--- src/rtl/pwm_tri_pkg.sv ---
package pwm_tri_pkg;

  typedef enum logic [1:0] {
    PS_LOW  = 2'b00,
    PS_HIGH = 2'b01,
    PS_TRI  = 2'b10
  } pin_state_e;

  typedef enum logic [1:0] {
    LV_KEEP    = 2'b00,
    LV_TO_HIGH = 2'b01,
    LV_TO_LOW  = 2'b10,
    LV_BAND    = 2'b11
  } level_e;

endpackage

--- src/rtl/pwm_level_classify.sv ---
module pwm_level_classify
  import pwm_tri_pkg::*;
#(
  parameter int SAMPLE_W       = 12,
  parameter int HI_RISE_MV     = 2000,
  parameter int LO_FALL_MV     = 1000,
  parameter int MID_FROM_LO_MV = 1300,
  parameter int MID_FROM_HI_MV = 1800
) (
  input  logic [SAMPLE_W-1:0] sample,
  input  pin_state_e          cur_state,
  output level_e              level
);

  localparam logic [SAMPLE_W-1:0] HiV    = SAMPLE_W'(HI_RISE_MV);
  localparam logic [SAMPLE_W-1:0] LoV    = SAMPLE_W'(LO_FALL_MV);
  localparam logic [SAMPLE_W-1:0] MidLoV = SAMPLE_W'(MID_FROM_LO_MV);
  localparam logic [SAMPLE_W-1:0] MidHiV = SAMPLE_W'(MID_FROM_HI_MV);

  always_comb begin
    level = LV_KEEP;
    if (sample > HiV) begin
      level = LV_TO_HIGH;
    end else if (sample < LoV) begin
      level = LV_TO_LOW;
    end else begin
      unique case (cur_state)
        PS_LOW:  level = (sample > MidLoV) ? LV_BAND : LV_KEEP;
        PS_HIGH: level = (sample < MidHiV) ? LV_BAND : LV_KEEP;
        default: level = LV_KEEP;
      endcase
    end
  end

endmodule

--- src/rtl/pwm_holdoff_timer.sv ---
module pwm_holdoff_timer #(
  parameter int HOLD_CYCLES = 19
) (
  input  logic clk,
  input  logic rst_n,
  input  logic step,
  input  logic clear,
  output logic expire
);

  localparam int CntW = (HOLD_CYCLES < 2) ? 1 : $clog2(HOLD_CYCLES);
  localparam logic [CntW-1:0] Last = CntW'(HOLD_CYCLES - 1);

  logic [CntW-1:0] cnt_q, cnt_d;
  logic            cnt_en;

  assign expire = step && (cnt_q == Last);
  assign cnt_en = step || clear;

  always_comb begin
    cnt_d = cnt_q;
    if (clear || expire) begin
      cnt_d = '0;
    end else if (step) begin
      cnt_d = cnt_q + 1'b1;
    end
  end

  always_ff @(posedge clk or negedge rst_n) begin
    if (!rst_n) begin
      cnt_q <= '0;
    end else if (cnt_en) begin
      cnt_q <= cnt_d;
    end
  end

  // the count never passes the qualification limit
  a_r5_count_bounded: assert property (@(posedge clk) disable iff (!rst_n)
    cnt_q <= Last);

  // an out-of-band sample restarts the count
  a_r6_clear_restarts: assert property (@(posedge clk) disable iff (!rst_n)
    clear |=> (cnt_q == '0));

endmodule

--- src/rtl/pwm_tri_decoder.sv ---
module pwm_tri_decoder
  import pwm_tri_pkg::*;
#(
  parameter int SAMPLE_W       = 12,
  parameter int HI_RISE_MV     = 2000,
  parameter int LO_FALL_MV     = 1000,
  parameter int MID_FROM_LO_MV = 1300,
  parameter int MID_FROM_HI_MV = 1800,
  parameter int CLK_PERIOD_PS  = 8000,
  parameter int HOLDOFF_PS     = 150000
) (
  input  logic                clk,
  input  logic                rst_n,
  input  logic                smp_valid,
  input  logic [SAMPLE_W-1:0] smp_mv,
  output logic [1:0]          state_o,
  output logic                change_o
);

  localparam int HoldRaw    = (HOLDOFF_PS + CLK_PERIOD_PS - 1) / CLK_PERIOD_PS;
  localparam int HoldCycles = (HoldRaw < 1) ? 1 : HoldRaw;
  localparam logic [SAMPLE_W-1:0] HiV = SAMPLE_W'(HI_RISE_MV);
  localparam logic [SAMPLE_W-1:0] LoV = SAMPLE_W'(LO_FALL_MV);

  pin_state_e state_q, state_d;
  logic       change_q, change_d;
  level_e     level;
  logic       in_band, expire;

  pwm_level_classify #(
    .SAMPLE_W      (SAMPLE_W),
    .HI_RISE_MV    (HI_RISE_MV),
    .LO_FALL_MV    (LO_FALL_MV),
    .MID_FROM_LO_MV(MID_FROM_LO_MV),
    .MID_FROM_HI_MV(MID_FROM_HI_MV)
  ) i_classify (
    .sample   (smp_mv),
    .cur_state(state_q),
    .level    (level)
  );

  assign in_band = (level == LV_BAND);

  pwm_holdoff_timer #(
    .HOLD_CYCLES(HoldCycles)
  ) i_holdoff (
    .clk   (clk),
    .rst_n (rst_n),
    .step  (smp_valid && in_band),
    .clear (smp_valid && !in_band),
    .expire(expire)
  );

  always_comb begin
    state_d = state_q;
    if (smp_valid) begin
      unique case (level)
        LV_TO_HIGH: state_d = PS_HIGH;
        LV_TO_LOW:  state_d = PS_LOW;
        LV_BAND:    if (expire) state_d = PS_TRI;
        default:    state_d = state_q;
      endcase
    end
    change_d = (state_d != state_q);
  end

  always_ff @(posedge clk or negedge rst_n) begin
    if (!rst_n) begin
      state_q  <= PS_TRI;
      change_q <= 1'b0;
    end else begin
      if (smp_valid) begin
        state_q <= state_d;
      end
      change_q <= change_d;
    end
  end

  assign state_o  = state_q;
  assign change_o = change_q;

  // the unused code never leaves the block
  a_r1_no_code11: assert property (@(posedge clk) disable iff (!rst_n)
    state_o != 2'b11);

  // a high sample acts on the next edge
  a_r2_high_at_once: assert property (@(posedge clk) disable iff (!rst_n)
    (smp_valid && (smp_mv > HiV)) |=> (state_o == PS_HIGH));

  // a low sample acts on the next edge
  a_r3_low_at_once: assert property (@(posedge clk) disable iff (!rst_n)
    (smp_valid && (smp_mv < LoV)) |=> (state_o == PS_LOW));

  // the released state is only entered on a valid sample
  a_r5_tri_needs_sample: assert property (@(posedge clk) disable iff (!rst_n)
    ((state_o == PS_TRI) && ($past(state_o) != PS_TRI)) |-> $past(smp_valid));

  // the strobe marks exactly the cycles with a new state
  a_r9_strobe_on_edge: assert property (@(posedge clk) disable iff (!rst_n)
    change_o == (state_o != $past(state_o)));

  // an invalid sample leaves the state untouched
  a_r10_invalid_ignored: assert property (@(posedge clk) disable iff (!rst_n)
    !smp_valid |=> $stable(state_o));

endmodule

--- config.mk ---
export PLATFORM = sky130hd
export DESIGN_NAME = pwm_tri_decoder
export DESIGN_NICKNAME = d
export VERILOG_FILES = /design/src/rtl/pwm_tri_pkg.sv /design/src/rtl/pwm_level_classify.sv /design/src/rtl/pwm_holdoff_timer.sv /design/src/rtl/pwm_tri_decoder.sv
export SDC_FILE = /design/constraint.sdc
export NUM_CORES = 1
export LEC_CHECK = 0
export BUFFER_PORTS_ARGS = -buffer_cell sky130_fd_sc_hd__buf_2
export CAP_MARGIN = 30
export CORE_MARGIN = 1.5
export CORE_UTILIZATION = 45
export DETAILED_ROUTE_END_ITERATION = 8
export HOLD_SLACK_MARGIN = 0.1
export PLACE_DENSITY = 0.77
export SETUP_SLACK_MARGIN = 0.15
export SYNTH_ARGS = -nofsm -noshare
export SYNTH_HDL_FRONTEND = slang
export SYNTH_SLANG_ARGS = --single-unit
--- constraint.sdc ---
create_clock -name clk -period 2.75 [get_ports clk]
set_input_delay 0.4125 -clock clk [delete_from_list [all_inputs] [get_ports clk]]
set_output_delay 0.4125 -clock clk [all_outputs]
set_load 0.01 [all_outputs]
* Word level (Yosys, flattened, before mapping)
Index checks and enable logic that the tools add are counted.
** Operators by class
- $add $sub $neg :: 1
- $mul :: 0
- Div/mod/pow operators :: 0
- Order comparisons :: 4
- Equal/unequal tests :: 6
- Shifts and indexed selects :: 0
- Mux-type cells :: 10
- Bitwise logic cells :: 0
- Reduce and logical (&&, ||, !) cells :: 9
** Operators with widths (count)
- $gt 12x11->1 const B :: 2
- $lt 12x10->1 const B :: 1
- $lt 12x11->1 const B :: 1
- $mux 2 :: 6
- $mux 5 :: 2
- $pmux 2 s3 :: 1
- $add 5x1->5 const B :: 1
- $eq 5x5->1 const B :: 1
- $eq 2x1->1 const B :: 2
- $eq 2x2->1 const B :: 2
- $pmux 2 s2 :: 1
- $logic_and 1x1->1 :: 3
- $logic_not 2->1 :: 1
- $logic_or 1x1->1 :: 2
- $ne 2x2->1 :: 1
- $reduce_and 2->1 :: 1
- $reduce_bool 2->1 :: 1
- $logic_not 1->1 :: 1
** Word-level totals
- Bits in registers :: 8
- Bits in latches :: 0
- RAM bits :: 0
- ROM bits :: 0
- Input bits :: 15
- Output and inout bits :: 3
- Word-level logic and storage cells :: 33
- Memories :: 0

* Longest topological paths before layout
- Depth after elaboration :: 12
- Mapped depth :: 6
- Mapped depth without buffers :: 6

* Modules after synthesis
Synthesis repeated with hierarchy kept, for this count alone.
** Unflattened totals
- Cells, all modules :: 77
- Area total of the unflattened synthesis :: 649.4 µm²
** By module, submodules not included
- pwm_holdoff_timer :: times used 1, cells an instance 33, area an instance 307.8 µm², sequential area each 125.1 µm²
- pwm_level_classify :: times used 1, cells an instance 24, area an instance 172.7 µm², sequential area each 0.0 µm²
- pwm_tri_decoder :: times used 1, cells an instance 20, area an instance 168.9 µm², sequential area each 76.3 µm²

* Worst setup path before layout
No wires, ideal clock.
- Path kind :: input to register
- From :: in smp_mv[1]
- To :: reg i_holdoff.cnt_q[2]
- Library setup time :: 101 ps
- Data arrival time :: 1748 ps
- Data required time :: 2649 ps
- Path slack :: 902 ps
- Stages on the path :: 5
- Path buffers :: 0
- Cell sequence :: o41a_1 > or3b_4 > a31oi_4 > nand3_4 > o311ai_2
** On the way
- Longest elaborated chain between the ends :: 11
- Elaborated cells on any way between the ends :: 19
- Those cells by class :: order compare: 4; eq/ne: 1; mux: 6; reduce/logical: 8
** RTL lines
- start: declaration :: line pwm_tri_decoder.sv:15 : input logic [SAMPLE_W-1:0] smp_mv,
- $lt 12x11->1 or $gt 12x11->1 (tied branches) :: line pwm_level_classify.sv:29, pwm_level_classify.sv:28
- $mux 2 (on tied branches) :: line pwm_level_classify.sv:29, pwm_level_classify.sv:28
- $pmux 2 s2 :: line pwm_level_classify.sv:27 : unique case (cur_state)
- $mux 2 :: line pwm_level_classify.sv:24 : end else if (sample < LoV) begin
- $mux 2 * :: line pwm_level_classify.sv:22 : if (sample > HiV) begin
- $eq 2x2->1 * :: line pwm_tri_decoder.sv:42 : assign in_band = (level == LV_BAND);
- $logic_not 1->1 or $logic_and 1x1->1 (tied branches) :: line pwm_tri_decoder.sv:50, pwm_tri_decoder.sv:49
- $logic_and 1x1->1 (on tied branches) :: line pwm_tri_decoder.sv:50, pwm_holdoff_timer.sv:17
- $logic_or 1x1->1 :: line pwm_holdoff_timer.sv:22 : if (clear || expire) begin
- $reduce_bool 2->1 (no source line)
- $reduce_and 2->1 (no source line)
- end signal: assignment :: line pwm_holdoff_timer.sv:33 : cnt_q <= cnt_d;
- end: declaration :: line pwm_holdoff_timer.sv:14 : logic [CntW-1:0] cnt_q, cnt_d;
Every way passes the cells marked *; elsewhere a longest branch is shown, timed or not.
A chain may end at the register's enable or synchronous reset.

* Worst setup path after layout
Ends and elaborated chain as after synthesis.

==> summary.txt <==
Setup path
  – Critical Path Sink Type: register
  – WP data arrival: 1.94 ns
  – Startpoint Class: input pin
  – Worst path required time: 2.90 ns
  – CP Class: input pin to register
  – CP max FO: 7
  – Reg2reg setup slack: 1.19 ns

Final layout
  – Nets: 112
  – Antenna diodes: 0
  – Register Area: 201 sq um
  – Area of the multi-input gates: 412 sq um
  – FILL cells: 118
  – Fraction of layout cells with a size suffix above 1: 27.7%
  – Synth-to-layout area growth: 21.2%

Routing
  – Routed wire length: 1360 um
  – Iteration count of the initial detailed-routing pass: 4
  – Remaining DRCs: 0
  – Post-route ant nets: 0
  – Via count: 620
  – Wire per inst: 12.4 um
  – Vias per Instance: 5.69
  – Initial drt markers: 11

Logic synthesis
  – Post-synth EDFFs: 0
  – Mapped Avg Cell Area: 8.81 sq um
  – Post-synthesis instance total: 73
  – YS warnings: 0
  – #FFs+latches synth: 8
  – Post-synth top cells: dfrtp_1 (7), inv_1 (7), nand2_1 (5), o21ai_1 (5), nor2b_1 (4)
  – Area share of the largest cell type after synthesis: 27.2%
  – Post-Syn Nets: 90
  – Syn Std Cell Area: 643 sq um
  – Area leader, netlist: dfrtp_1
  – Largest cells by area after synthesis: dfrtp_1 (27%), dfstp_2 (4.1%), inv_1 (4.1%), ha_1 (3.9%), nor2b_1 (3.9%)
  – Asr flop ratio synth: 100%
  – Ys flop type: dfrtp_1
  – Unique masters post-synth: 36
  – Seq/Total Area, Yosys: 31.3%

Job
  – Max cap viols: 0

STA
  – Slew @ Worst Pin: 0.554 ns
  – RSZ-0062 raised after global routing: false
  – Tmin final: 1.78 ns
  – Setup violations, final: 0
  – Slew Limit Fails: 0
  – Fin. Hold Viols: 0
  – Setup_tns: 0 ns
  – Relative slew slack: 63.1%
  – Achievable Freq: 0.560 GHz
  – Period utilization: 64.9%
  – Skew final: 0.00460 ns
  – Worst hold slack: 0.501 ns

CTS
  – Reg clk slew, reported paths: 0.05 ns
  – H-Tree Depth: 1
  – CTS tree: built
  – Clock Tree Root: clkbuf_4
  – CTS Buffer Depth: 2
  – Num CTS Buffers: 3
  – Clk sink count: 8
  – Clk Latency, worst-skew pair: 0.25 ns
  – CTS resizes: 0

Floorplan
  – Core area: 0.00132 sq mm
  – # IOs: 18
  – Die Height: 40.8 um
  – # rows: 13
  – DIE AREA: 0.00167 sq mm
  – Starting Density: 48.8%
  – Chip width: 40.8 um

Pwr
  – Leakage: 0.318 nW
  – Maximum VDD drop: 0.257 mV
  – Power Density: 354 mW/mm^2

Global route
  – GRT Max-Usage Layer: met2
  – GRT Total Usage: 19.3%
  – First-pass GRT wire length: 2070 um
  – Met1 Use GR: 25.8%
  – GRT met3 Usage: 8.70%
  – GR Overflow Total: 0
  – Pin count of the biggest net entering global routing: 15
  – Initial antenna violation count: 0
  – Vias in the first global route: 519
  – GRT met2 Usage: 27.3%

Placement
  – PortBufs: 17
  – HPWL Detailed: 1100 um
  – Routability Congestion: 0.843

Outcome
  – Status: finished, final reports clean

Hold path
  – Tightest Hold Check Type: input pin to register
==> state kept, by name, indices dropped and copies added, names as in the netlist <==
name and count:
i_holdoff.cnt_q 5, state_o 2, change_o 1
==> cells by family (layout without fill, tap and decap cells) <==
group                    count (synthesis)  after routing  synth area share, %
AND/OR/NAND/NOR                         31             31                 29.8
flip-flops                               8              8                 31.3
adder cells (fa/ha/maj)                  2              2                 3.89
AO/OA/AOI/OAI                           24             24                 30.4
buffers and inverters                    8             29                 4.67
==> per-layer routing <==
metal	vias up	share of wire, %
met3	2	4.6
met4	0	0.30
met2	11	48
li1	322	-
met5	-	0
met1	285	47
==> cell usage in the layout (no fill, tap or decap), types with 2 or more instances in the layout <==
master and count:
o21ai_1 5, nand2_1 5, inv_1 7, nor3b_1 2, o21ai_0 2, nor2_1 2, nand4_1 3, nand3_1 3
nor2b_1 4, nand2b_1 3, dfrtp_1 7, buf_2 17, o22ai_1 2, ha_1 2, or3_1 2, clkbuf_4 3
nor3_1 3
==> area by class of cell <==
class                      instances  share of cell area, %
clock buffer                       4                   3.37
inverter                           7                   3.37
multi-input combinational         57                   52.8
sequential                         8                   25.8
tap                               15                   2.41
timing repair buffer              18                   12.2
==> critical path, stage by stage <==
cell and delay (ns):
buf_2 0.10, o41a_1 0.43, or3b_4 0.39, a31oi_4 0.24
nand3_4 0.13, o311ai_2 0.22
==> final timing paths <==
kind | start | endpoint | cells after the start
worst max-delay path | smp_mv[1] | i_holdoff.cnt_q[2] | 6
worst min-delay path | smp_valid | change_o | 3
worst max register to register | state_o[0] | i_holdoff.cnt_q[2] | 5
worst min register to register | state_o[1] | state_o[1] | 2
max in group asynchronous | rst_n | state_o[1] | 2
min in group asynchronous | rst_n | i_holdoff.cnt_q[1] | 2
==> through the flow <==
step	utilization, %	setup slack (ns)	cells	total power [mW]	cell area, sq um
finish	59.2	0.965	109	0.276	779
global route	59.2	0.903	109	0.294	779
CTS	59.2	0.963	109	0.280	779
detailed placement	56.4	0.702	104	0.183	743
global placement	56.4	0.742	104	0.182	743
floorplan	-	0.902	73	0.157	643
==> what timing repair did <==
| action | CTS | global route |
|---|---|---|
| setup endpoints to repair | 0 | 0 |
| hold buffers | 1 | 0 |
| setup buffers | 0 | 0 |
| hold endpoints to repair | 7 | 0 |
==> power by group <==
part | internal (mW) | switching (mW)
Clock | 0.0554 | 0.0380
Sequential | 0.121 | 0.00279
Combinational | 0.0255 | 0.0333
Total | 0.202 | 0.0741
(Power assumes the default switching activity.)
